===== config.mk =====
export PLATFORM = sky130hd
export DESIGN_NAME = irq_resp_seq
export DESIGN_NICKNAME = d
export VERILOG_FILES = /design/src/rtl/irq_pkg.sv /design/src/rtl/irq_state_regs.sv /design/src/rtl/irq_rst_decode.sv /design/src/rtl/irq_vec_fetch.sv /design/src/rtl/irq_resp_seq.sv
export SDC_FILE = /design/constraint.sdc
export NUM_CORES = 1
export LEC_CHECK = 0
export CAP_MARGIN = 5
export CORE_MARGIN = 4
export CORE_UTILIZATION = 48
export CTS_BUF_LIST = sky130_fd_sc_hd__clkbuf_4
export DETAILED_ROUTE_END_ITERATION = 12
export HOLD_SLACK_MARGIN = 0.15
export PLACE_DENSITY = 0.76
export SLEW_MARGIN = 20
export SYNTH_ARGS = -nofsm -noshare
export SYNTH_HDL_FRONTEND = slang
export SYNTH_SLANG_ARGS = --single-unit

===== constraint.sdc =====
create_clock -name clk -period 1.5 [get_ports clk]
set_clock_uncertainty 0.05 [all_clocks]
set_input_delay 0.375 -clock clk [delete_from_list [all_inputs] [get_ports clk]]
set_output_delay 0.375 -clock clk [all_outputs]
set_load 0.01 [all_outputs]

===== src/rtl/irq_pkg.sv =====
package irq_pkg;
    typedef enum logic [1:0] {SEQ_IDLE, SEQ_ACK, SEQ_FETCH} seq_state_e;
    typedef enum logic [1:0] {FT_IDLE, FT_LO, FT_HI} fetch_state_e;
    localparam logic [1:0] MODE_RST   = 2'd0;
    localparam logic [1:0] MODE_FIXED = 2'd1;
    localparam logic [1:0] MODE_TABLE = 2'd2;
endpackage


===== src/rtl/irq_state_regs.sv =====
module irq_state_regs #(
    parameter int DATA_W = 8
) (
    input  logic              clk,
    input  logic              rst_n,
    input  logic              boundary_i,
    input  logic              ei_i,
    input  logic              di_i,
    input  logic              retn_i,
    input  logic              im_wr_i,
    input  logic [1:0]        im_val_i,
    input  logic              i_wr_i,
    input  logic [DATA_W-1:0] i_val_i,
    input  logic              take_int_i,
    input  logic              take_nmi_i,
    output logic              iff1_o,
    output logic [1:0]        im_o,
    output logic [DATA_W-1:0] ireg_o
);
    typedef struct packed {
        logic              iff1;
        logic              iff2;
        logic              ei_pend;
        logic [1:0]        im;
        logic [DATA_W-1:0] ireg;
    } regs_t;

    regs_t r_q, r_d;

    always_comb begin
        r_d = r_q;
        if (boundary_i && r_q.ei_pend) begin
            r_d.iff1    = 1'b1;
            r_d.iff2    = 1'b1;
            r_d.ei_pend = 1'b0;
        end
        if (ei_i) r_d.ei_pend = 1'b1;
        if (di_i) begin
            r_d.iff1    = 1'b0;
            r_d.iff2    = 1'b0;
            r_d.ei_pend = 1'b0;
        end
        if (retn_i) r_d.iff1 = r_q.iff2;
        if (im_wr_i && im_val_i != 2'd3) r_d.im = im_val_i;
        if (i_wr_i) r_d.ireg = i_val_i;
        if (take_nmi_i) begin
            r_d.iff2 = r_d.iff1;
            r_d.iff1 = 1'b0;
        end else if (take_int_i) begin
            r_d.iff1 = 1'b0;
            r_d.iff2 = 1'b0;
        end
    end

    always_ff @(posedge clk or negedge rst_n) begin
        if (!rst_n) r_q <= '0;
        else        r_q <= r_d;
    end

    assign iff1_o = r_q.iff1;
    assign im_o   = r_q.im;
    assign ireg_o = r_q.ireg;

    AST_INT_NEEDS_ENABLE: assert property (@(posedge clk) disable iff (!rst_n)
        take_int_i |-> r_q.iff1);
    AST_MASK_AFTER_TAKE: assert property (@(posedge clk) disable iff (!rst_n)
        take_int_i |=> (!r_q.iff1 && !r_q.iff2));
    AST_NMI_CLEARS_MAIN: assert property (@(posedge clk) disable iff (!rst_n)
        take_nmi_i |=> !r_q.iff1);
    AST_MODE_LEGAL: assert property (@(posedge clk) disable iff (!rst_n)
        r_q.im != 2'd3);
endmodule


===== src/rtl/irq_rst_decode.sv =====
module irq_rst_decode #(
    parameter int DATA_W = 8,
    localparam int ADDR_W = 2 * DATA_W
) (
    input  logic [DATA_W-1:0] op_i,
    output logic              valid_o,
    output logic [ADDR_W-1:0] target_o
);
    always_comb begin
        valid_o  = (op_i[7:6] == 2'b11) && (op_i[2:0] == 3'b111);
        target_o = '0;
        target_o[5:3] = op_i[5:3];
    end
endmodule


===== src/rtl/irq_vec_fetch.sv =====
module irq_vec_fetch
    import irq_pkg::*;
#(
    parameter int DATA_W = 8,
    localparam int ADDR_W = 2 * DATA_W
) (
    input  logic              clk,
    input  logic              rst_n,
    input  logic              start_i,
    input  logic [ADDR_W-1:0] base_i,
    input  logic [DATA_W-1:0] mem_data_i,
    input  logic              mem_rdy_i,
    output logic              mem_rd_o,
    output logic [ADDR_W-1:0] mem_addr_o,
    output logic              done_o,
    output logic [ADDR_W-1:0] word_o
);
    typedef struct packed {
        fetch_state_e      st;
        logic [ADDR_W-1:0] base;
        logic [DATA_W-1:0] lo;
        logic              done;
        logic [ADDR_W-1:0] word;
    } fetch_t;

    fetch_t f_q, f_d;

    always_comb begin
        f_d      = f_q;
        f_d.done = 1'b0;
        unique case (f_q.st)
            FT_IDLE: if (start_i) begin
                f_d.st   = FT_LO;
                f_d.base = base_i;
            end
            FT_LO: if (mem_rdy_i) begin
                f_d.lo = mem_data_i;
                f_d.st = FT_HI;
            end
            FT_HI: if (mem_rdy_i) begin
                f_d.word = {mem_data_i, f_q.lo};
                f_d.done = 1'b1;
                f_d.st   = FT_IDLE;
            end
            default: f_d.st = FT_IDLE;
        endcase
    end

    always_ff @(posedge clk or negedge rst_n) begin
        if (!rst_n) f_q <= '{st: FT_IDLE, default: '0};
        else        f_q <= f_d;
    end

    assign mem_rd_o   = (f_q.st != FT_IDLE);
    assign mem_addr_o = (f_q.st == FT_HI) ? f_q.base + ADDR_W'(1) : f_q.base;
    assign done_o     = f_q.done;
    assign word_o     = f_q.word;

    AST_LO_THEN_HI: assert property (@(posedge clk) disable iff (!rst_n)
        (f_q.st == FT_LO && mem_rdy_i) |=>
            (f_q.st == FT_HI && mem_addr_o == $past(mem_addr_o) + ADDR_W'(1)));
    AST_ADDR_HELD: assert property (@(posedge clk) disable iff (!rst_n)
        (mem_rd_o && !mem_rdy_i) |=> (mem_rd_o && $stable(mem_addr_o)));
    AST_START_IDLE: assert property (@(posedge clk) disable iff (!rst_n)
        start_i |-> (f_q.st == FT_IDLE));
endmodule


===== src/rtl/irq_resp_seq.sv =====
module irq_resp_seq
    import irq_pkg::*;
#(
    parameter int DATA_W = 8,
    parameter logic [2*DATA_W-1:0] NMI_ENTRY   = 16'h0066,
    parameter logic [2*DATA_W-1:0] FIXED_ENTRY = 16'h0038,
    localparam int ADDR_W = 2 * DATA_W
) (
    input  logic              clk,
    input  logic              rst_n,
    input  logic              boundary_i,
    input  logic              int_req_i,
    input  logic              nmi_req_i,
    input  logic [DATA_W-1:0] ack_byte_i,
    input  logic              ack_driven_i,
    input  logic              ei_i,
    input  logic              di_i,
    input  logic              retn_i,
    input  logic              im_wr_i,
    input  logic [1:0]        im_val_i,
    input  logic              i_wr_i,
    input  logic [DATA_W-1:0] i_val_i,
    input  logic [DATA_W-1:0] mem_data_i,
    input  logic              mem_rdy_i,
    output logic              int_ack_o,
    output logic              mem_rd_o,
    output logic [ADDR_W-1:0] mem_addr_o,
    output logic              jump_valid_o,
    output logic [ADDR_W-1:0] jump_addr_o,
    output logic              bad_op_o
);
    typedef struct packed {
        seq_state_e        state;
        logic              nmi_prev;
        logic              nmi_pend;
        logic              jv;
        logic [ADDR_W-1:0] jaddr;
        logic              bad;
    } seq_t;

    seq_t s_q, s_d;

    logic              bnd_take;
    logic              take_int, take_nmi, fetch_start;
    logic              iff1;
    logic [1:0]        mode;
    logic [DATA_W-1:0] ireg;
    logic [DATA_W-1:0] bus_byte;
    logic              rst_ok;
    logic [ADDR_W-1:0] rst_tgt;
    logic              fetch_done;
    logic [ADDR_W-1:0] fetch_word;

    assign bnd_take = boundary_i && (s_q.state == SEQ_IDLE);
    assign bus_byte = ack_driven_i ? ack_byte_i : '1;

    irq_state_regs #(.DATA_W(DATA_W)) u_regs (
        .clk        (clk),
        .rst_n      (rst_n),
        .boundary_i (bnd_take),
        .ei_i       (ei_i),
        .di_i       (di_i),
        .retn_i     (retn_i),
        .im_wr_i    (im_wr_i),
        .im_val_i   (im_val_i),
        .i_wr_i     (i_wr_i),
        .i_val_i    (i_val_i),
        .take_int_i (take_int),
        .take_nmi_i (take_nmi),
        .iff1_o     (iff1),
        .im_o       (mode),
        .ireg_o     (ireg)
    );

    irq_rst_decode #(.DATA_W(DATA_W)) u_dec (
        .op_i     (bus_byte),
        .valid_o  (rst_ok),
        .target_o (rst_tgt)
    );

    irq_vec_fetch #(.DATA_W(DATA_W)) u_fetch (
        .clk        (clk),
        .rst_n      (rst_n),
        .start_i    (fetch_start),
        .base_i     ({ireg, bus_byte}),
        .mem_data_i (mem_data_i),
        .mem_rdy_i  (mem_rdy_i),
        .mem_rd_o   (mem_rd_o),
        .mem_addr_o (mem_addr_o),
        .done_o     (fetch_done),
        .word_o     (fetch_word)
    );

    always_comb begin
        s_d          = s_q;
        s_d.jv       = 1'b0;
        s_d.bad      = 1'b0;
        take_int     = 1'b0;
        take_nmi     = 1'b0;
        fetch_start  = 1'b0;
        s_d.nmi_prev = nmi_req_i;
        if (nmi_req_i && !s_q.nmi_prev) s_d.nmi_pend = 1'b1;
        unique case (s_q.state)
            SEQ_IDLE: begin
                if (bnd_take) begin
                    if (s_q.nmi_pend) begin
                        take_nmi     = 1'b1;
                        s_d.nmi_pend = nmi_req_i && !s_q.nmi_prev;
                        s_d.jv       = 1'b1;
                        s_d.jaddr    = NMI_ENTRY;
                    end else if (int_req_i && iff1) begin
                        take_int  = 1'b1;
                        s_d.state = SEQ_ACK;
                    end
                end
            end
            SEQ_ACK: begin
                s_d.state = SEQ_IDLE;
                if (mode == MODE_RST) begin
                    if (rst_ok) begin
                        s_d.jv    = 1'b1;
                        s_d.jaddr = rst_tgt;
                    end else begin
                        s_d.bad = 1'b1;
                    end
                end else if (mode == MODE_FIXED) begin
                    s_d.jv    = 1'b1;
                    s_d.jaddr = FIXED_ENTRY;
                end else begin
                    fetch_start = 1'b1;
                    s_d.state   = SEQ_FETCH;
                end
            end
            SEQ_FETCH: begin
                if (fetch_done) begin
                    s_d.jv    = 1'b1;
                    s_d.jaddr = fetch_word;
                    s_d.state = SEQ_IDLE;
                end
            end
            default: s_d.state = SEQ_IDLE;
        endcase
    end

    always_ff @(posedge clk or negedge rst_n) begin
        if (!rst_n) s_q <= '{state: SEQ_IDLE, default: '0};
        else        s_q <= s_d;
    end

    assign int_ack_o    = (s_q.state == SEQ_ACK);
    assign jump_valid_o = s_q.jv;
    assign jump_addr_o  = s_q.jaddr;
    assign bad_op_o     = s_q.bad;

    AST_NMI_ENTRY: assert property (@(posedge clk) disable iff (!rst_n)
        (bnd_take && s_q.nmi_pend) |=> (jump_valid_o && jump_addr_o == NMI_ENTRY));
    AST_NMI_BEFORE_INT: assert property (@(posedge clk) disable iff (!rst_n)
        (bnd_take && s_q.nmi_pend) |=> !int_ack_o);
    AST_ACK_SINGLE: assert property (@(posedge clk) disable iff (!rst_n)
        int_ack_o |=> !int_ack_o);
    AST_FIXED_ENTRY: assert property (@(posedge clk) disable iff (!rst_n)
        (int_ack_o && mode == MODE_FIXED) |=> (jump_valid_o && jump_addr_o == FIXED_ENTRY));
    AST_BAD_NO_JUMP: assert property (@(posedge clk) disable iff (!rst_n)
        bad_op_o |-> !jump_valid_o);
    AST_READ_IN_FETCH: assert property (@(posedge clk) disable iff (!rst_n)
        mem_rd_o |-> (s_q.state == SEQ_FETCH));
endmodule


==> reports/summary.txt <==
gpl congestion: 0.8513
Netlist cell types: 44
Initial Util: 50.56%
Sink Count: 78
critical path type: flop to output pin
Worst-Skew Late Latency: 0.41 ns
post-synthesis cell area: 3530 um^2
Wirelength per Cell: 17.04 um
Die ar.: 8789 um^2
Commonest cells post-synth: dfrtp_1 (78), mux2_2 (38), buf_4 (18)
largest net degree at the start of global routing: 29
row cnt: 30
htree depth: 3
Final Worst Setup Slack: -0.9154 ns
post-synth top area cell: dfrtp_1
CP Launch Type: flop
post-synthesis register bit count: 78
Lkg Pwr: 2.521 nW
max_cap viols: 0
post-route ant nets: 0
slew at the pin with the worst max-slew slack: 0.2663 ns
core area: 6982 um^2
first-pass GRT wire length: 13980 um
Starting DRT DRC Count: 148
Pins Over Slew Limit: 0
cells on worst reg2reg path: 7
Mean Syn Cell Area: 12.30 um^2
Buffers on Ports: 73
antenna violations before repair: 0
Async SR Flop Fraction: 100.0%
Yosys top cell area share: 55.30%
Avg Vias per Cell: 5.184
Final Critical Period: 2.415 ns
CP endpoint kind: output pin
layout cells sized above 1: 49.06%
post-layout util: 74.07%
RSZ-0062 raised after global routing: yes
Fmax: 414.0 MHz
critical path arrival: 1.99 ns
Reg clk slew, reported paths: 0.13 ns
Post-Syn Nets: 326
Cell Pwr Density: 1085 nW/um^2
sequential share of the synthesized area: 55.30%
HPWL after DPL: 5918 um
via count: 2706
Tcrit/Tclk final: 161.0%
VDD IR-drop max: 0.7377 mV
Slew headroom: 82.10%
ys flop type: dfrtp_1
Inserted Clock Buffers: 9
P&R area growth vs syn: 46.51%
endpoints failing setup: 42
cells after synthesis: 287
number of enable flip-flop cells after synthesis: 0
final hold violations: 0
Yosys warning count: 0
die height: 93.75 um
Area contributors post-synth: dfrtp_1 (55%), mux2_2 (12%), buf_4 (3.8%)
status: finished, violations left
clk root buf: clkbuf_4
count leader, synth: dfrtp_1
nets@finish: 461
Worst EP required: 1.07 ns
num ports: 74
worst min-delay path class: input pin to async pin
ANT cells: 0
GRT Residual Overflow: 0
final setup TNS: -13.28 ns
pre-CTS WS: -0.8889 ns
failing checks: setup timing
GRT Util Overall: 20.63%
first-pass detailed-route iteration total: 4
fin cells: 522
Clock Path Buffers: 2
final WL: 8897 um
CTS tree: done
vias in the first global route: 2861
Die W: 93.75 um
Placed Cells: 483
DRC: 0
crit path max fanout: 2
==> what timing repair did <==
item                                   CTS  global route
cloned                                   4             0
endpoints found under the hold margin   78             0
gates resized for setup                161            49
pin swaps                               23            22
hold buffers                             1             0
setup endpoints to repair               77            75
setup buffers                           17             9
==> power by group <==
group | internal (W) | leakage, nW | switching [W]
combinational | 0.000851 | 1.45 | 0.000716
sequential | 0.00241 | 0.985 | 0.000210
clock | 0.000681 | 0.0830 | 0.000741
==> routing by layer <==
| metal | track usage [%] | vias up | wire, um |
|---|---|---|---|
| met5 | 0 | - | 0 |
| met4 | 7.341 | 0 | 126 |
| met3 | 3.846 | 14 | 403 |
| met2 | 36.19 | 76 | 4670 |
| met1 | 25.29 | 1345 | 3697 |
| li1 | - | 1271 | - |
==> cells in the final DEF (no fill, tap or decap), types with 3 or more instances in the layout <==
| cell | count |
|---|---|
| a21oi_2 | 3 |
| nand2_1 | 12 |
| a221o_1 | 5 |
| xor2_1 | 6 |
| nor2_4 | 6 |
| nand3_1 | 3 |
| clkdlybuf4s50_1 | 32 |
| nand3_2 | 3 |
| nor2b_1 | 9 |
| mux2_2 | 37 |
| xnor2_2 | 6 |
| o21ai_0 | 3 |
| buf_12 | 6 |
| nor2_1 | 11 |
| buf_2 | 26 |
| xnor2_1 | 3 |
| dfrtp_1 | 77 |
| inv_1 | 10 |
| a22o_1 | 10 |
| buf_6 | 16 |
| nand4_1 | 5 |
| a21o_1 | 3 |
| clkbuf_4 | 9 |
| mux2_4 | 4 |
| dlygate4sd2_1 | 4 |
| buf_4 | 50 |
| clkbuf_2 | 7 |
| nand2_2 | 4 |
| o21ai_1 | 8 |
==> sequential cells by signal (all words and copies together), names as in the netlist <==
| signal | cells |
|---|---|
| jump_addr_o | 16 |
| u_regs.im_o | 2 |
| u_fetch.word_o | 16 |
| s_q | 4 |
| bad_op_o | 1 |
| u_regs.iff1_o | 1 |
| jump_valid_o | 1 |
| u_fetch.done_o | 1 |
| u_regs.r_q | 2 |
| u_fetch.f_q | 26 |
| u_regs.ireg_o | 8 |
==> worst max-delay path: stages, from the launching register on <==
cell and delay (ns):
dfrtp_1 0.40, ha_2 0.20, nand4b_1 0.17, nor4_2 0.23, buf_4 0.16, nand4_1 0.12
xnor2_2 0.16, buf_2 0.14
==> per-stage QoR <==
stage | total power, W | area, um^2 | hold WS, ns
CTS | 0.005553 | 5106 | 0.2647
global placement | 0.004041 | 4708 | 0.1837
finish | 0.005613 | 5171 | 0.2807
global route | 0.005904 | 5171 | 0.2750
detailed placement | 0.004114 | 4708 | 0.1873
floorplan | 0.003307 | 3580 | 0.02941
==> final timing paths <==
kind                                             start                          end  slack, ns
max                        u_fetch.f_q[25]$_DFFE_PN0P_               mem_addr_o[14]      -0.92
min                                              rst_n   jump_addr_o[8]$_DFFE_PN0P_       0.28
max reg2reg                u_fetch.f_q[41]$_DFFE_PN0P_  u_fetch.f_q[38]$_DFFE_PN0P_      -0.09
min reg2reg                          s_q[19]$_DFF_PN0_            s_q[18]$_DFF_PN0_       0.39
max in group asynchronous                        rst_n  u_fetch.f_q[42]$_DFFE_PN0P_       0.66
min in group clk                     s_q[19]$_DFF_PN0_            s_q[18]$_DFF_PN0_       0.39
==> cell families (layout without fill, tap and decap cells) <==
| family | Yosys count | after routing | synth area share (%) |
|---|---|---|---|
| buffers and inverters | 33 | 170 | 5.884 |
| xor gates and xnor gates | 15 | 15 | 3.722 |
| and+or+nand+nor | 78 | 80 | 12.62 |
| adders and majority gates | 1 | 1 | 0.3544 |
| DFF | 78 | 78 | 55.30 |
| muxes | 41 | 41 | 13.40 |
| AOI/OAI and AO/OA | 41 | 41 | 8.720 |
==> final cells by class <==
cell class	count	area (um^2)
Sequential cell	78	1953
Fill cell	463	1810
Multi-Input combinational cell	178	1628
Timing Repair Buffer	145	1271
Tap cell	96	120.1
Clock inverter	6	93.84
Clock buffer	9	67.56
Inverter	10	37.54
(Power assumes the default switching activity.)
